File: src/rtl/tod_alarm_pkg.sv
package tod_alarm_pkg;

    typedef struct packed {
        logic       m_min;
        logic [6:0] min;
        logic       m_hour;
        logic [6:0] hour;
        logic       m_day;
        logic [2:0] day;
    } alm_cfg_t;

    typedef struct packed {
        logic [6:0] min;
        logic [6:0] hour;
        logic [2:0] day;
    } tod_t;

    localparam logic [7:0] HUND_LAST = 8'h99;
    localparam logic [7:0] SEC_FIRST = 8'h00;

    function automatic logic fld_ok(input logic masked, input logic equal);
        return masked | equal;
    endfunction

    function automatic logic [7:0] day_view(input logic m, input logic [2:0] d);
        return {m, 4'b0000, d};
    endfunction

endpackage

File: src/rtl/tda_regs.sv
module tda_regs
    import tod_alarm_pkg::*;
#(
    parameter int ADDR_W    = 4,
    parameter int ADDR_MIN  = 3,
    parameter int ADDR_HOUR = 5,
    parameter int ADDR_DAY  = 7
) (
    input  logic              clk,
    input  logic              rst,
    input  logic              acc_en,
    input  logic              acc_we,
    input  logic [ADDR_W-1:0] acc_addr,
    input  logic [7:0]        acc_wdata,
    output alm_cfg_t          cfg,
    output logic [7:0]        rdata,
    output logic              hit
);
    localparam logic [ADDR_W-1:0] A_MIN  = ADDR_W'(ADDR_MIN);
    localparam logic [ADDR_W-1:0] A_HOUR = ADDR_W'(ADDR_HOUR);
    localparam logic [ADDR_W-1:0] A_DAY  = ADDR_W'(ADDR_DAY);

    alm_cfg_t cfg_q;
    logic     sel_min, sel_hour, sel_day;

    assign sel_min  = (acc_addr == A_MIN);
    assign sel_hour = (acc_addr == A_HOUR);
    assign sel_day  = (acc_addr == A_DAY);
    assign hit      = acc_en & (sel_min | sel_hour | sel_day);

    always_ff @(posedge clk) begin
        if (rst) begin
            cfg_q <= '0;
        end else if (acc_en && acc_we) begin
            if (sel_min)  {cfg_q.m_min, cfg_q.min}   <= acc_wdata;
            if (sel_hour) {cfg_q.m_hour, cfg_q.hour} <= acc_wdata;
            if (sel_day) begin
                cfg_q.m_day <= acc_wdata[7];
                cfg_q.day   <= acc_wdata[2:0];
            end
        end
    end

    always_comb begin
        rdata = 8'h00;
        if (sel_min)  rdata = {cfg_q.m_min, cfg_q.min};
        if (sel_hour) rdata = {cfg_q.m_hour, cfg_q.hour};
        if (sel_day)  rdata = day_view(cfg_q.m_day, cfg_q.day);
    end

    assign cfg = cfg_q;


    wr_day_view_chk: assert property (@(posedge clk) disable iff (rst)
        (acc_en && acc_we && sel_day) |=> (cfg.m_day == $past(acc_wdata[7]) && cfg.day == $past(acc_wdata[2:0])));
endmodule

File: src/rtl/tda_match.sv
module tda_match
    import tod_alarm_pkg::*;
(
    input  alm_cfg_t   cfg,
    input  tod_t       now,
    input  logic       cs_tick,
    input  logic [7:0] cur_hund,
    input  logic [7:0] cur_sec,
    output logic       fire
);
    localparam int NFLD = 3;

    logic [NFLD-1:0] fld_mask;
    logic [NFLD-1:0] fld_eq;
    logic [NFLD-1:0] fld_pass;
    logic            window;

    assign fld_mask = {cfg.m_day, cfg.m_hour, cfg.m_min};
    assign fld_eq   = {(now.day == cfg.day), (now.hour == cfg.hour), (now.min == cfg.min)};

    for (genvar g = 0; g < NFLD; g++) begin : g_fld
        assign fld_pass[g] = fld_ok(fld_mask[g], fld_eq[g]);
    end

    assign window = cs_tick & (cur_hund == HUND_LAST) & (cur_sec == SEC_FIRST);
    assign fire   = window & (&fld_pass);
endmodule

File: src/rtl/tda_irq.sv
module tda_irq #(
    parameter int PULSE_CYC = 600000
) (
    input  logic clk,
    input  logic rst,
    input  logic fire,
    input  logic clr,
    input  logic pulse_mode,
    output logic flag
);
    localparam int CW = (PULSE_CYC > 1) ? $clog2(PULSE_CYC) : 1;
    localparam logic [CW-1:0] PLOAD = CW'(PULSE_CYC - 1);

    logic          flag_q;
    logic [CW-1:0] pcnt;

    always_ff @(posedge clk) begin
        if (rst) begin
            flag_q <= 1'b0;
            pcnt   <= '0;
        end else if (fire) begin
            flag_q <= 1'b1;
            pcnt   <= PLOAD;
        end else if (clr) begin
            flag_q <= 1'b0;
            pcnt   <= '0;
        end else if (pulse_mode && flag_q) begin
            if (pcnt == '0) flag_q <= 1'b0;
            else            pcnt   <= pcnt - 1'b1;
        end
    end

    assign flag = flag_q;


    set_src_chk: assert property (@(posedge clk) disable iff (rst)
        $rose(flag_q) |-> $past(fire));

    clr_eff_chk: assert property (@(posedge clk) disable iff (rst)
        (clr && !fire) |=> !flag_q);

    level_hold_chk: assert property (@(posedge clk) disable iff (rst)
        (flag_q && !pulse_mode && !clr) |=> flag_q);
endmodule

File: src/rtl/tod_alarm_cmp.sv
module tod_alarm_cmp
    import tod_alarm_pkg::*;
#(
    parameter int ADDR_W    = 4,
    parameter int ADDR_MIN  = 3,
    parameter int ADDR_HOUR = 5,
    parameter int ADDR_DAY  = 7,
    parameter int PULSE_CYC = 600000
) (
    input  logic              clk,
    input  logic              rst,
    input  logic              cs_tick,
    input  logic [7:0]        cur_hund,
    input  logic [7:0]        cur_sec,
    input  logic [6:0]        cur_min,
    input  logic [6:0]        cur_hour,
    input  logic [2:0]        cur_day,
    input  logic              acc_en,
    input  logic              acc_we,
    input  logic [ADDR_W-1:0] acc_addr,
    input  logic [7:0]        acc_wdata,
    output logic [7:0]        acc_rdata,
    input  logic              irq_off,
    input  logic              pulse_mode,
    input  logic              route_a,
    output logic              alarm_flag,
    output logic              irq_a,
    output logic              irq_b
);
    alm_cfg_t cfg;
    tod_t     now;
    logic     hit, fire, live;

    assign now = '{min: cur_min, hour: cur_hour, day: cur_day};

    tda_regs #(
        .ADDR_W(ADDR_W), .ADDR_MIN(ADDR_MIN), .ADDR_HOUR(ADDR_HOUR), .ADDR_DAY(ADDR_DAY)
    ) regs_i (
        .clk(clk), .rst(rst), .acc_en(acc_en), .acc_we(acc_we), .acc_addr(acc_addr),
        .acc_wdata(acc_wdata), .cfg(cfg), .rdata(acc_rdata), .hit(hit)
    );

    tda_match match_i (
        .cfg(cfg), .now(now), .cs_tick(cs_tick), .cur_hund(cur_hund),
        .cur_sec(cur_sec), .fire(fire)
    );

    tda_irq #(.PULSE_CYC(PULSE_CYC)) irq_i (
        .clk(clk), .rst(rst), .fire(fire), .clr(hit), .pulse_mode(pulse_mode), .flag(alarm_flag)
    );

    assign live  = alarm_flag & ~irq_off;
    assign irq_a = live & route_a;
    assign irq_b = live & ~route_a;


    eval_window_chk: assert property (@(posedge clk) disable iff (rst)
        $rose(alarm_flag) |-> $past(cs_tick && cur_hund == 8'h99 && cur_sec == 8'h00));

    irq_quiet_chk: assert property (@(posedge clk) disable iff (rst)
        irq_off |-> !(irq_a || irq_b));

    one_out_chk: assert property (@(posedge clk) disable iff (rst)
        $onehot0({irq_a, irq_b}));
endmodule

File: config.mk
export PLATFORM = sky130hd
export DESIGN_NAME = tod_alarm_cmp
export DESIGN_NICKNAME = d
export VERILOG_FILES = /design/src/rtl/tod_alarm_pkg.sv /design/src/rtl/tda_regs.sv /design/src/rtl/tda_match.sv /design/src/rtl/tda_irq.sv /design/src/rtl/tod_alarm_cmp.sv
export SDC_FILE = /design/constraint.sdc
export NUM_CORES = 1
export LEC_CHECK = 0
export BUFFER_PORTS_ARGS = -buffer_cell sky130_fd_sc_hd__buf_2
export CORE_MARGIN = 2
export CORE_UTILIZATION = 47
export DETAILED_ROUTE_END_ITERATION = 10
export GPL_ROUTABILITY_DRIVEN = 1
export HOLD_SLACK_MARGIN = 0.02
export PLACE_DENSITY = 0.76
export SLEW_MARGIN = 20
export SYNTH_ARGS = -nofsm -noshare
export SYNTH_HDL_FRONTEND = slang
export SYNTH_SLANG_ARGS = --single-unit
File: constraint.sdc
create_clock -name clk -period 1.7 [get_ports clk]
set_input_delay 0.085 -clock clk [delete_from_list [all_inputs] [get_ports clk]]
set_output_delay 0.085 -clock clk [all_outputs]
set_load 0.005 [all_outputs]
==> results of run 1 <==
==> layout make-up <==
type | instances | area, um^2 | share of cell area
Clock buffer | 5 | 68.82 | 0.02143
Timing Repair Buffer | 104 | 635.6 | 0.1979
Sequential cell | 41 | 827.0 | 0.2575
Inverter | 2 | 7.507 | 0.002337
Tap cell | 54 | 67.56 | 0.02104
Clock inverter | 3 | 65.06 | 0.02026
Multi-Input combinational cell | 198 | 1540 | 0.4795
==> critical path, cell delays in order (launching register included) <==
cell,delay [ns]
dfxtp_2,0.33
xnor2_1,0.14
a31oi_1,0.10
or4_4,0.45
or4_4,0.62
o21ai_1,0.11
==> cell usage after synthesis, drive strengths merged, types with 2 or more instances <==
master	number	area (um^2)
mux2i	20	200.2
nand3	4	20.02
nand2b	2	12.51
buf	5	28.78
o21ai	14	103.9
nor2	42	157.7
nor2b	3	18.77
ha	2	25.02
xor2	8	70.07
a21oi	5	25.02
mux2	5	56.30
nand2	9	33.78
inv	2	7.510
a41oi	2	17.52
or3	4	25.02
dfxtp	41	820.8
nor3b	3	22.52
nor3	9	45.04
a22oi	8	60.06
or4	2	22.52
clkbuf	8	30.03
xnor2	27	236.5
a211oi	2	15.01
nand4	3	18.77
nor4	10	83.83
==> placed cells by master, fill, tap and decap left out, types with 2 or more instances in the layout <==
| cell type | synthesis | final |
|---|---|---|
| buf_2 | 2 | 63 |
| buf_4 | 0 | 40 |
| nor2_1 | 42 | 38 |
| dfxtp_1 | 41 | 36 |
| xnor2_1 | 27 | 27 |
| mux2i_1 | 20 | 20 |
| o21ai_2 | 9 | 12 |
| nand2_1 | 9 | 9 |
| a22oi_1 | 8 | 8 |
| xor2_1 | 8 | 8 |
| nor4_2 | 1 | 6 |
| mux2_2 | 5 | 5 |
| nor3_1 | 9 | 5 |
| clkbuf_8 | 0 | 5 |
| dfxtp_2 | 0 | 5 |
| nor3_2 | 0 | 4 |
| nand3_1 | 4 | 4 |
| or3_1 | 4 | 4 |
| nor2_2 | 0 | 4 |
| a21oi_1 | 5 | 4 |
| nor2b_1 | 3 | 3 |
| nor3b_1 | 3 | 3 |
| or4_4 | 2 | 3 |
| nand4_1 | 3 | 3 |
| inv_1 | 2 | 2 |
| nand2b_1 | 2 | 2 |
| nor4_4 | 1 | 2 |
| nor4_1 | 8 | 2 |
| a41oi_2 | 0 | 2 |
| a211oi_1 | 2 | 2 |
| ha_1 | 2 | 2 |
| bufinv_16 | 0 | 2 |
==> metal layers <==
layer	GRT usage	part of all wire	vias to the layer above
met1	0.2837	0.42	990
met2	0.4008	0.51	62
met3	0.05624	0.049	11
met5	0	0	-
met4	0.09495	0.019	0
li1	-	-	1100
==> state kept, by name, summed over array words and instances, names as in the netlist <==
register,cells
irq_i.pcnt,20
irq_i.flag,1
regs_i.cfg,20
==> through the flow <==
step | total power [mW] | hold slack (ns)
final | 2.093 | 0.02998
after global routing | 2.162 | 0.05024
after CTS | 2.101 | 0.02376
after floorplan | 1.058 | 0.2030
after global placement | 1.153 | 0.3374
after detailed placement | 1.156 | 0.3399
==> report_power, final <==
group / internal (mW) / switching [mW]
Combinational: 0.0854 / 0.0923
Sequential: 0.963 / 0.00282
Clock: 0.584 / 0.366
Total: 1.63 / 0.462
==> what timing repair did <==
item / CTS / global route
endpoints found under the hold margin: 0 / 0
resized for setup: 16 / 12
gates cloned: 1 / 0
endpoints found under the setup margin: 21 / 21
pin swaps: 9 / 6
buffers inserted: 0 / 1
==> cells by family after synthesis <==
logic type | count (synthesis)
compound gates | 34
flops | 41
simple gates | 101
fa+ha+maj | 2
mux | 25
xor+xnor | 35
buf+inv | 15
==> worst min path at each step <==
stage	cells past startpoint	from	to	slack [ns]
floorplan	1	route_a	irq_b	0.20
global placement	3	acc_wdata[3]	regs_i.cfg[15]	0.34
detailed placement	3	acc_wdata[5]	regs_i.cfg[17]	0.34
CTS	3	acc_wdata[4]	regs_i.cfg[16]	0.02
global route	3	acc_wdata[4]	regs_i.cfg[16]	0.05
finish	3	acc_wdata[5]	regs_i.cfg[17]	0.03
==> impl_metrics.toml, run 1 <==
[setup_path]
required_ns = 1.94
cp_max_fo = 7
arrival_ns = 2.06
r2r_setup_slack_ns = -0.12
reg2regPathDepth = 5
crit_type = "flop to flop"
r2r_start = "regs_i.cfg[1]"
cp-start-kind = "flop"
cp-end-kind = "flop"
crit_start = "regs_i.cfg[1]"
cp-endpoint = "irq_i.pcnt[4]"
r2r_end = "irq_i.pcnt[4]"

[route]
drc = 0
detail_route.iter0.violations = 88
ant_nets = 0
wire_per_inst_um = 14.44
wl_um = 5876
vias = 2163
avgViaCountPerCell = 5.314
dr.pass1.iters = 4

[grt]
overflow = 0
antenna_found_initial = 0
grt_pass1_vias = 2161
grtUsageTotal = 0.2355
grt_first_pass_wirelength_um = 9687
grt_start_max_net_pins = 21

[placed_design]
io_buffers = 63
dp_hpwl_um = 4326
gp_congestion = 0.8261
post_dp_cell_area_um2 = 2965
dp_cells = 397
pre_cts_ws_ns = -0.2316

[sta]
setup_viol = 21
fmax_mhz = 550.4
rsz0062_at_grt = "true"
layout_setup_ws_ns = -0.1169
hold_viol = 0
slew_violations = 0
worst_pin_slew_ns = 0.4504
slew_headroom = 0.6987
worst_clock_skew_ns = 0.005735
finalSetupTns_ns = -2.024
fin_crit_sh = 1.069
period_minus_slack_ns = 1.817

[logic_synthesis]
synth-simple-area-share = 0.2426
synth_xor_area_frac = 0.1351
muxShareOfSynthArea = 0.1130
async_reset_ff_frac = 0
synth_nets = 308
netlist_area_um2 = 2270
ys_ff_latch = 41
synth.distinct_cells = 43
synthAdderAreaFrac = 0.01103
synth_ff_type = "dfxtp_1"
synth_edf_count = 0
ys.warnings.count = 0
ys_seq_area_frac = 0.3616
syn_inst = 253
avgSynthCellArea_um2 = 8.971
synth_compound_area_frac = 0.1075
synth_top_family_by_area = "simple AND/OR/NAND/NOR gates"

[power]
vdd_drop_max_uv = 607.5
p_leak_nw = 1.272
p_per_area_nw_per_um2 = 651.8

[floorplan]
start_util = 0.4837
rows = 25
coreArea_um2 = 4692
ios = 64
die_area_um2 = 5401
die_w_um = 73.49
die_h_um = 73.49

[finish]
syn_to_final_growth_pct = 41.51
n_fill_cell = 385
drive_above_1_share = 0.4589
finalInstanceArea_um2 = 3212
fin_nets = 407
fin_cells = 407
diodes = 0
fin_util = 0.6845

[outcome]
violations = "negative setup slack"
status = "complete, but fails checks"

[clock_tree]
htreeDepth = 2
cts.root.buffer_cell = "clkbuf_8"
cts_tree = "built"
cts_buffer_depth = 2
clkSinkCount = 41
cts_buffers = 5
ctsHoldBuffers = 0
clkTransAtPathRegs_ns = 0.09
clk_latency_ns = 0.31

[flow_run]
maxCapViolCount = 0

[hold_path]
hp-class = "input pin to flop"
No activity file was read; power rests on OpenSTA's default activity.
==> run 2: changes to the inputs <==
CORE_UTILIZATION = 48   (was 47)
PLACE_DENSITY = 0.77   (was 0.76)
SYNTH_HIERARCHICAL = 1   (was unset)
clock period = 1.5 ns   (was 1.7 ns; I/O delays follow)
==> impl_metrics.toml, run 2 <==
[route]
wl_met2_um = 3794
avgViaCountPerCell = 5.493
detail_route.iter0.violations = 160
dr.pass1.iters = 4
vias = 2428
wire_per_inst_um = 16.85
wl_um = 7446
top_layer_used = "met4"
dr_wl_met3_um = 444
ant_nets = 0
drc = 0
wl_met1_um = 3048

[logic_synthesis]
netlist_area_um2 = 2427
yosysMostFrequentCell = "dfxtp_1"
synth_ff_type = "dfxtp_1"
synth_common_cells = "dfxtp_1, nand2b_1, mux2i_1"
ys.warnings.count = 6
synth_nets = 307
synth.distinct_cells = 48
ys_ff_latch = 41
synth_edf_count = 0
ys_top_cells_by_area = "dfxtp_1, mux2i_1, nand2b_1"
async_reset_ff_frac = 0
ys_seq_area_frac = 0.3381
synth_area_leader_cell = "dfxtp_1"
syn_inst = 252
avgSynthCellArea_um2 = 9.632
synth_top_area_share = 0.3381

[clock_tree]
htreeDepth = 2
clkSinkCount = 41
cts.root.buffer_cell = "clkbuf_8"
cts_tree = "built"
clkTransAtPathRegs_ns = 0.08
cts_buffers = 5
cts_buffer_depth = 2
clk_latency_ns = 0.30

[hold_path]
hp-class = "input pin to flop"
hold_depth = 3
hold_end = "regs_i/cfg[15]"
hold_start = "acc_wdata[3]"

[floorplan]
start_util = 0.5072
coreArea_um2 = 4786
ios = 64
die_w_um = 75.11
die_h_um = 75.11
die_area_um2 = 5642
rows = 25

[power]
p_leak_nw = 1.581
p_per_area_nw_per_um2 = 588.9
vdd_drop_max_uv = 450.7
totalPowerFinal_mw = 2.116

[setup_path]
arrival_ns = 2.10
cp-end-kind = "flop"
r2r_start = "irq_i/pcnt[11]"
cp-start-kind = "flop"
required_ns = 1.68
cp_max_fo = 3
reg2regPathDepth = 7
crit_type = "flop to flop"
r2r_end = "irq_i/pcnt[6]"
r2r_setup_slack_ns = -0.42

[finish]
layout_common_cells = "buf_2, buf_4, dfxtp_1"
diodes = 0
fin_util = 0.7506
layout_commonest_cell = "buf_2"
fin_nets = 429
syn_to_final_growth_pct = 47.99
drive_above_1_share = 0.5093

[flow_run]
maxCapViolCount = 0

[sta]
slew_violations = 0
fin_crit_sh = 1.279
rsz0062_at_grt = "true"
hold_viol = 0
period_minus_slack_ns = 1.918
worst_pin_slew_ns = 0.4360
setup_viol = 21
slew_headroom = 0.7094
worst_clock_skew_ns = 0.01083
layout_setup_ws_ns = -0.4184
finalSetupTns_ns = -7.171
fmax_mhz = 521.3

[grt]
grtUsageTotal = 0.2655
grt_pass1_vias = 2454
overflow = 0
antenna_found_initial = 0
grt_start_max_net_pins = 33
grt_first_pass_wirelength_um = 11270

[placed_design]
io_buffers = 63
gp_congestion = 0.8398
dp_hpwl_um = 4643
pre_cts_ws_ns = -0.3800

[outcome]
status = "complete, but fails checks"
violations = "negative setup slack"
[run 2: cell types whose count changed in the layout (fill, tap and decap cells not counted), sizes merged, moves of 4 or more]
cell    before  now
a22o         0    4
a22oi        8    0
buf        104  126
mux2         5    1
mux2i       20   24
nand2b       2   29
nor2        42   11
nor3         9    2
xnor2       27   19
xor2         8   14
[run 2: kinds of logic after synthesis]
| logic type | Yosys count | synth area share |
|---|---|---|
| AO/OA/AOI/OAI | 35 | 0.08763 |
| multiplexers | 25 | 0.1036 |
| buffers and inverters | 15 | 0.03453 |
| adder cells (fa/ha/maj) | 2 | 0.01031 |
| AND/OR/NAND/NOR | 101 | 0.3067 |
| flip-flops | 41 | 0.3381 |
| XOR/XNOR | 33 | 0.1191 |
[run 2: cell type report]
class / instances / area (um^2)
Clock buffer: 7 / 96.34
Clock inverter: 1 / 5.005
Fill cell: 317 / 1194
Inverter: 4 / 15.01
Multi-Input combinational cell: 196 / 1730
Sequential cell: 41 / 832.0
Tap cell: 67 / 83.83
Timing Repair Buffer: 126 / 829.5
[run 2: per-layer routing]
metal	track usage	vias up
met5	0	-
met4	0.1111	0
met3	0.06426	17
met2	0.4727	86
met1	0.3016	1178
li1	-	1147
[run 2: how the worst max path moves through the flow]
stage	depth (start not counted)	endpoint	startpoint
4_1_cts	6	irq_i/pcnt[1]	irq_i/pcnt[7]
3_5_place_dp	7	irq_i/pcnt[1]	irq_i/pcnt[0]
5_1_grt	7	irq_i/pcnt[11]	irq_i/pcnt[5]
2_1_floorplan	6	irq_i/pcnt[15]	irq_i/pcnt[12]
6_report	7	irq_i/pcnt[6]	irq_i/pcnt[11]
3_3_place_gp	5	irq_i/pcnt[1]	irq_i/pcnt[16]
[run 2: power breakdown]
group / switching [mW] / internal (mW) / total [mW] / leakage, nW
Combinational: 0.103 / 0.114 / 0.217 / 1.19
Clock: 0.388 / 0.416 / 0.804 / 0.0542
Sequential: 0.00340 / 1.09 / 1.09 / 0.335
[run 2: per-stage QoR]
stage | cells | cell area, um^2 | hold WS [ns]
after floorplan | 252 | 2467 | 0.1732
after detailed placement | 424 | 3183 | 0.3809
final | 442 | 3592 | 0.06687
after CTS | 441 | 3450 | 0.06823
after global routing | 442 | 3592 | 0.07712
after global placement | 424 | 3183 | 0.3691
[run 2: worst max-delay path: stages, from the launching register on]
cell and delay (ns):
dfxtp_1 0.33, or4_4 0.53, nor4_4 0.27, buf_4 0.19
buf_6 0.11, a2111oi_4 0.07, xnor2_1 0.20, nor2_1 0.09
[run 2: repair_timing]
action	4_1_cts	5_1_grt
pin swaps	21	23
buffers inserted	9	1
gates resized for setup	27	33
setup endpoints to repair	21	21
hold buffers	0	0
